### src/rtl/rstc_pkg.sv
`timescale 1ns/1ps
// Package rstc_pkg
// Shared types and routing for the system reset controller.
// Assumes two system-level groups: index 0 is the hard group and index 1
// is the second system group.
package rstc_pkg;

    typedef enum logic [0:0] {
        GRP_HARD = 1'b0,
        GRP_SYS  = 1'b1
    } rst_grp_e;

    localparam int NUM_GRP = 2;

    // Synchronous (boot-clock domain) system-level request sources.
    typedef struct packed {
        logic pin;
        logic key;
        logic wdt;
        logic svd;
    } sync_src_t;

    // Route the synchronous sources to a group. The hard group takes no
    // synchronous source: only the detectors reach it, asynchronously.
    function automatic logic grp_sync_req(input int grp, input sync_src_t s);
        if (grp == int'(GRP_SYS)) begin
            return s.pin | s.key | s.wdt | s.svd;
        end
        return 1'b0;
    endfunction

endpackage

### src/rtl/rstc_pin_filter.sv
`timescale 1ns/1ps
// Module rstc_pin_filter
// Synchronises the external active-low reset pin into the boot-clock
// domain with two flops. It then accepts a level change only after the
// synchronised level has differed from the filtered level for FILT_LEN
// consecutive cycles.
// Assumes srst_n_i is a synchronous active-low reset in the same domain.
module rstc_pin_filter #(
    parameter int FILT_LEN = 4
) (
    input  logic clk_i,
    input  logic srst_n_i,
    input  logic pin_n_i,
    output logic filt_n_o
);

    localparam int CW = (FILT_LEN > 1) ? $clog2(FILT_LEN) : 1;
    localparam logic [CW-1:0] LAST = CW'(FILT_LEN - 1);

    logic [1:0]    sync_q;
    logic          filt_q;
    logic [CW-1:0] cnt_q;

    // Two-flop synchroniser for the asynchronous pin.
    always_ff @(posedge clk_i) begin
        if (!srst_n_i) begin
            sync_q <= 2'b11;
        end else begin
            sync_q <= {sync_q[0], pin_n_i};
        end
    end

    // Stability counter: flip the filtered level after FILT_LEN mismatches.
    always_ff @(posedge clk_i) begin
        if (!srst_n_i) begin
            filt_q <= 1'b1;
            cnt_q  <= '0;
        end else if (sync_q[1] != filt_q) begin
            if (cnt_q == LAST) begin
                filt_q <= sync_q[1];
                cnt_q  <= '0;
            end else begin
                cnt_q <= cnt_q + 1'b1;
            end
        end else begin
            cnt_q <= '0;
        end
    end

    assign filt_n_o = filt_q;


    filt_follows_sync_chk: assert property (@(posedge clk_i) disable iff (!srst_n_i)
        !$stable(filt_q) |-> ($past(sync_q[1]) == filt_q));


    filt_hold_on_match_chk: assert property (@(posedge clk_i) disable iff (!srst_n_i)
        (sync_q[1] == filt_q) |=> $stable(filt_q));

endmodule

### src/rtl/rstc_hold.sv
`timescale 1ns/1ps
// Module rstc_hold
// Reset hold stage for one system group. An asynchronous detector request
// drives the output low at once. The release passes through a two-flop
// synchroniser. Every cycle with a request reloads a hold counter, and the
// output is released HOLD_CYC edges after the last active edge.
// Assumes req_i is synchronous to clk_i.
module rstc_hold #(
    parameter int HOLD_CYC = 256
) (
    input  logic clk_i,
    input  logic arst_i,
    input  logic req_i,
    output logic rst_n_o
);

    localparam int CW = $clog2(HOLD_CYC + 1);
    localparam logic [CW-1:0] RELOAD = CW'(HOLD_CYC);

    logic [1:0]    rel_q;
    logic [CW-1:0] cnt_q;
    logic          rst_n_q;
    logic          active;

    // Release synchroniser: cleared at once by a detector, fills with ones.
    always_ff @(posedge clk_i or posedge arst_i) begin
        if (arst_i) begin
            rel_q <= 2'b00;
        end else begin
            rel_q <= {rel_q[0], 1'b1};
        end
    end

    assign active = !rel_q[1] || req_i;

    // Hold counter: reloads while any request is active, else counts down.
    always_ff @(posedge clk_i or posedge arst_i) begin
        if (arst_i) begin
            cnt_q <= RELOAD;
        end else if (active) begin
            cnt_q <= RELOAD;
        end else if (cnt_q != '0) begin
            cnt_q <= cnt_q - 1'b1;
        end
    end

    // Registered reset output, released when the last hold cycle expires.
    always_ff @(posedge clk_i or posedge arst_i) begin
        if (arst_i) begin
            rst_n_q <= 1'b0;
        end else begin
            rst_n_q <= !(active || (cnt_q > CW'(1)));
        end
    end

    assign rst_n_o = rst_n_q;


    detector_forces_low_chk: assert property (@(posedge clk_i)
        arst_i |-> !rst_n_o);


    req_asserts_next_chk: assert property (@(posedge clk_i) disable iff (arst_i)
        req_i |=> !rst_n_o);


    released_stays_chk: assert property (@(posedge clk_i) disable iff (arst_i)
        (rst_n_o && !req_i) |=> rst_n_o);

endmodule

### src/rtl/rstc_soft.sv
`timescale 1ns/1ps
// Module rstc_soft
// Per-peripheral software reset generator. A one-cycle request pulse holds
// that peripheral's reset low for SW_CYC cycles. Any system-level reset
// (srst_n_i low) clears the counters and holds every output low.
// Assumes req_i is synchronous to clk_i.
module rstc_soft #(
    parameter int NPERIPH = 4,
    parameter int SW_CYC  = 2
) (
    input  logic               clk_i,
    input  logic               srst_n_i,
    input  logic [NPERIPH-1:0] req_i,
    output logic [NPERIPH-1:0] rst_n_o
);

    localparam int CW = $clog2(SW_CYC + 1);
    localparam logic [CW-1:0] LOAD = CW'(SW_CYC);

    for (genvar n = 0; n < NPERIPH; n++) begin : g_per
        logic [CW-1:0] cnt_q;

        // Pulse stretcher for peripheral n.
        always_ff @(posedge clk_i) begin
            if (!srst_n_i) begin
                cnt_q <= '0;
            end else if (req_i[n]) begin
                cnt_q <= LOAD;
            end else if (cnt_q != '0) begin
                cnt_q <= cnt_q - 1'b1;
            end
        end

        assign rst_n_o[n] = srst_n_i && (cnt_q == '0);


        sw_req_asserts_chk: assert property (@(posedge clk_i) disable iff (!srst_n_i)
            req_i[n] |=> !rst_n_o[n]);
    end

endmodule

### src/rtl/sys_reset_ctrl.sv
`timescale 1ns/1ps
// Module sys_reset_ctrl
// Top of the system reset controller. It filters the external pin, routes
// every source to the system groups, instantiates one hold stage per
// group, and derives the per-peripheral resets from the second system
// group.
// Assumes key/wdt/svd/sw requests are synchronous to clk_boot, and that
// por_req is high at power-up.
module sys_reset_ctrl #(
    parameter int NPERIPH  = 4,
    parameter int FILT_LEN = 4,
    parameter int HOLD_CYC = 256,
    parameter int SW_CYC   = 2
) (
    input  logic               clk_boot,
    input  logic               pin_rst_n,
    input  logic               por_req,
    input  logic               bor_req,
    input  logic               key_req,
    input  logic               wdt_req,
    input  logic               svd_req,
    input  logic [NPERIPH-1:0] sw_req,
    output logic               hard_rst_n,
    output logic               sys_rst_n,
    output logic [NPERIPH-1:0] per_rst_n
);

    import rstc_pkg::*;

    logic                 det_req;
    logic                 pin_filt_n;
    sync_src_t            src;
    logic [NUM_GRP-1:0]   grp_req;
    logic [NUM_GRP-1:0]   grp_rst_n;

    assign det_req = por_req | bor_req;

    rstc_pin_filter #(
        .FILT_LEN (FILT_LEN)
    ) u_pin_filter (
        .clk_i    (clk_boot),
        .srst_n_i (hard_rst_n),
        .pin_n_i  (pin_rst_n),
        .filt_n_o (pin_filt_n)
    );

    // Gather the synchronous sources into one record.
    always_comb begin
        src.pin = !pin_filt_n;
        src.key = key_req;
        src.wdt = wdt_req;
        src.svd = svd_req;
    end

    // Decoder: map the sources onto each system group.
    always_comb begin
        for (int g = 0; g < NUM_GRP; g++) begin
            grp_req[g] = grp_sync_req(g, src);
        end
    end

    for (genvar g = 0; g < NUM_GRP; g++) begin : g_grp
        rstc_hold #(
            .HOLD_CYC (HOLD_CYC)
        ) u_hold (
            .clk_i   (clk_boot),
            .arst_i  (det_req),
            .req_i   (grp_req[g]),
            .rst_n_o (grp_rst_n[g])
        );
    end

    assign hard_rst_n = grp_rst_n[GRP_HARD];
    assign sys_rst_n  = grp_rst_n[GRP_SYS];

    rstc_soft #(
        .NPERIPH (NPERIPH),
        .SW_CYC  (SW_CYC)
    ) u_soft (
        .clk_i    (clk_boot),
        .srst_n_i (sys_rst_n),
        .req_i    (sw_req),
        .rst_n_o  (per_rst_n)
    );


    hard_implies_sys_chk: assert property (@(posedge clk_boot) disable iff (det_req)
        !hard_rst_n |-> !sys_rst_n);


    sys_implies_per_chk: assert property (@(posedge clk_boot) disable iff (det_req)
        !sys_rst_n |-> (per_rst_n == '0));

endmodule

### config.mk
export PLATFORM = sky130hd
export DESIGN_NAME = sys_reset_ctrl
export DESIGN_NICKNAME = d
export VERILOG_FILES = /design/src/rtl/rstc_pkg.sv /design/src/rtl/rstc_pin_filter.sv /design/src/rtl/rstc_hold.sv /design/src/rtl/rstc_soft.sv /design/src/rtl/sys_reset_ctrl.sv
export SDC_FILE = /design/constraint.sdc
export NUM_CORES = 1
export LEC_CHECK = 0
export ABC_AREA = 1
export BUFFER_PORTS_ARGS = -buffer_cell sky130_fd_sc_hd__buf_2
export CELL_PAD_IN_SITES_DETAIL_PLACEMENT = 0
export CELL_PAD_IN_SITES_GLOBAL_PLACEMENT = 2
export CORE_UTILIZATION = 37
export CTS_CLUSTER_SIZE = 28
export DETAILED_ROUTE_END_ITERATION = 10
export PLACE_DENSITY = 0.84
export SLEW_MARGIN = 10
export SYNTH_ARGS = -nofsm -noshare
export SYNTH_HDL_FRONTEND = slang
export SYNTH_SLANG_ARGS = --single-unit
### constraint.sdc
create_clock -name clk_boot -period 2.9 [get_ports clk_boot]
set_clock_uncertainty 0.1 [all_clocks]
set_input_delay 0.145 -clock clk_boot [delete_from_list [all_inputs] [get_ports clk_boot]]
set_output_delay 0.145 -clock clk_boot [all_outputs]
set_load 0.02 [all_outputs]
==> flow_metrics.tcl <==
set metrics [dict create \
    layout.filler_cells 414 \
    avg_cell_area_syn_sq_um 8.199 \
    first_global_vias 1185 \
    firstDrtPassIters 4 \
    detail-route-antenna-nets 0 \
    multi_input_area_sq_um 708.2 \
    fp.coreArea_sq_um 4115 \
    post_synth_main_area_contributors "dfrtp_1 31%, dfxtp_1 16%, nand2_1 8.1%" \
    worst_hold_startpoint "svd_req" \
    yosys.area_share.xor_xnor 0.01074 \
    fraction_of_power_consumed_by_the_clock_network 0.295 \
    ff_latch_area_sq_um 813.3 \
    criticalPathCategory "flip-flop to flip-flop" \
    placement_rows 23 \
    clock_path_buffers 2 \
    grt_start_max_net_pins 23 \
    initial_utilization 0.3965 \
    cts_buffers 5 \
    mappedNetlistNets 215 \
    synth.largest_area_cell "dfrtp_1" \
    vdd_ir_drop_max_uv 318.4 \
    leakagePower_uw 0.0009700 \
    synth-simple-area-share 0.3183 \
    time_the_final_worst_path_needs_with_i_o_delays_and_setup_ps 1553 \
    syn_inst 199 \
    ys.warnings.count 0 \
    finalPower_uw 1137 \
    worst_path_maximum_fanout 7 \
    vias 1291 \
    powerDensity_nw_per_um2 587.6 \
    r2r_setup_slack_ps 1350 \
    post_cts_buffers 0 \
    route.detailed.vias_per_inst 4.611 \
    fraction_of_the_core_area_covered_by_cells_at_the_end_of_the_flow 0.4704 \
    gr-usage-all-layers 0.1483 \
    num-nets-final 245 \
    io-pin-count 17 \
    yosysTopAreaCellShare 0.3067 \
    ctsRootBufferMaster "clkbuf_8" \
    cp-startpoint "g_grp[0].u_hold.cnt_q[0]" \
    synth_compound_area_frac 0.05675 \
    reg2reg_to "g_grp[0].u_hold.cnt_q[0]" \
    die_y_um 68.41 \
    synth_async_sr_flop_share 0.6286 \
    outcome "completed" \
    critPathRequiredTime_ps 2960 \
    startpoint_type "flip-flop" \
    detailedRoute.firstIterationViolations 45 \
    yosys.area_share.adder 0.03834 \
    synth_cell_types 26 \
    post_cts.resized_instances 0 \
    most_used_flip_flop_cell_after_synthesis "dfrtp_1" \
    seq_power_share 0.497 \
    timing.hold.worst.class "input pin to flip-flop" \
    power.share.combinational 0.208 \
    crit_arrival_ps 1610 \
    grt_pass1_wl_um 4995 \
    aggregate_global_routing_overflow 0 \
    place.detailed.hpwl_um 2216 \
    number_of_hold_repair_buffers_added_at_the_cts_stage 7 \
    yosys_register_bits 35 \
    cts_tree "done" \
    clock_latency_ps 280 \
    rsz_0062_raised_after_global_routing "false" \
    mostFrequentLayoutCell "nand2_1" \
    ys_seq_area_frac 0.4985 \
    place_congestion 0.7894 \
    diodes 0 \
    grt_antenna_before_repair 0 \
    timing.final.crit_share 0.5355 \
    ctsHtreeMaxLevel 2 \
    tritoncts_num_sinks 35 \
    finalHoldViolCount 0 \
    p_int_uw 785.6 \
    drv.max_cap_violation_count 0 \
    route.detailed.wl_per_inst_um 10.55 \
    post-route-drc-count 0 \
    p_sw_uw 351.7 \
    multiplexer_fraction_of_the_synthesized_cell_area 0.006135 \
    hold-path-cell-count 3 \
    floorplan.die.width_um 68.41 \
    flow.area_growth_from_synthesis_pct 18.64 \
    finalMaxSlewViolations 0 \
    worstHoldEndpoint "g_grp[1].u_hold.cnt_q[8]" \
    final_layout_size_suffix_gt1_frac 0.1783 \
    die-area_sq_um 4679 \
    swShare 0.3092 \
    layout_common_cells "35 x nand2_1, 28 x inv_1, 25 x nor2_1" \
    port_buffer_cells 16 \
    fmaxAchievable_mhz 643.9 \
    synth_top_family_by_area "simple AND/OR/NAND/NOR gates" \
    count_of_cells_along_the_worst_register_to_register_path 7 \
    crit_reg_reg_startpoint "g_grp[0].u_hold.cnt_q[0]" \
    synth-edff-count 0 \
    synth.cell_area_sq_um 1632 \
    timing.setup.tns_ps 0 \
    worst_setup_hold_path_clk_slew_ps 70 \
    timing.final.setup_violations 0 \
    detail_route.wirelength_um 2954 \
    cp-end-kind "flip-flop" \
]
layout make-up:
type	count	share of cell area
inverter	29	0.05624
multi-input combinational	134	0.3659
tap	50	0.03232
clock inverter	2	0.006464
clock buffer	6	0.03749
timing repair buffer	24	0.08145
sequential	35	0.4202
layer usage:
| metal | wire [um] | up-vias | share of wire | global-route usage |
|---|---|---|---|---|
| met1 | 1524 | 570 | 0.52 | 0.1811 |
| li1 | - | 690 | - | - |
| met3 | 132 | 4 | 0.045 | 0.04500 |
| met2 | 1257 | 27 | 0.43 | 0.2402 |
| met4 | 39 | 0 | 0.013 | 0.06250 |
| met5 | 0 | - | 0 | 0 |
how the worst max path moves through the flow:
| stage | slack [ps] | to |
|---|---|---|
| 2_1_floorplan | 1510 | g_grp[0].u_hold.cnt_q[0] |
| 3_3_place_gp | 1360 | g_grp[0].u_hold.cnt_q[1] |
| 3_5_place_dp | 1340 | g_grp[0].u_hold.cnt_q[1] |
| 4_1_cts | 1320 | g_grp[0].u_hold.cnt_q[1] |
| 5_1_grt | 1190 | g_grp[0].u_hold.cnt_q[0] |
| 6_report | 1350 | g_grp[0].u_hold.cnt_q[0] |
synthesized netlist by cell type (2+ instances only):
library cell,number
a21oi_1,9
dfrtp_1,20
dfstp_2,2
dfxtp_1,13
ha_1,5
inv_1,28
nand2_1,35
nand2_2,3
nand3_1,14
nand3b_1,2
nand4_1,6
nor2_1,26
nor2_2,4
nor2_4,3
nor3_1,10
o21ai_0,8
xor2_1,2
cell families after synthesis:
family	after synthesis
AO/OA/AOI/OAI	18
adder cells (fa/ha/maj)	5
AND/OR/NAND/NOR	107
flip-flops	35
other	1
XOR/XNOR	2
buffers and inverters	30
multiplexers	1
critical path: stages (launching register included):
cell and delay (ps):
dfrtp_1 380, inv_1 160, ha_1 220, nand2_1 110
nor2_2 160, nand2_2 130, nand3_1 90, o21ai_0 90
sequential cells by signal, indices dropped and copies added (netlist names):
register               flops
u_soft.g_per.cnt_q         8
u_pin_filter.cnt_q         2
u_pin_filter.filt_n_o      1
g_grp.u_hold.rel_q         2
g_grp.u_hold.cnt_q        18
g_grp.u_hold.rst_n_o       2
u_pin_filter.sync_q        2
power groups by stage:
stage	Clock [uW]	Sequential [uW]	Combinational (uW)
2_1_floorplan	0	564	186
3_3_place_gp	0	574	228
3_5_place_dp	0	574	232
4_1_cts	354	565	239
5_1_grt	373	571	277
6_report	336	565	236
per-stage QoR:
step                      setup slack (ps)  hold WS [ps]  instance area, sq um  cells
after floorplan                       1508         120.9                  1632    199
after global placement                1364         135.8                  1780    265
after detailed placement              1336         149.4                  1780    265
after CTS                             1323         48.83                  1936    280
after global routing                  1186         60.72                  1936    280
final                                 1347         54.86                  1936    280
Power figures use the tool's default switching activity.
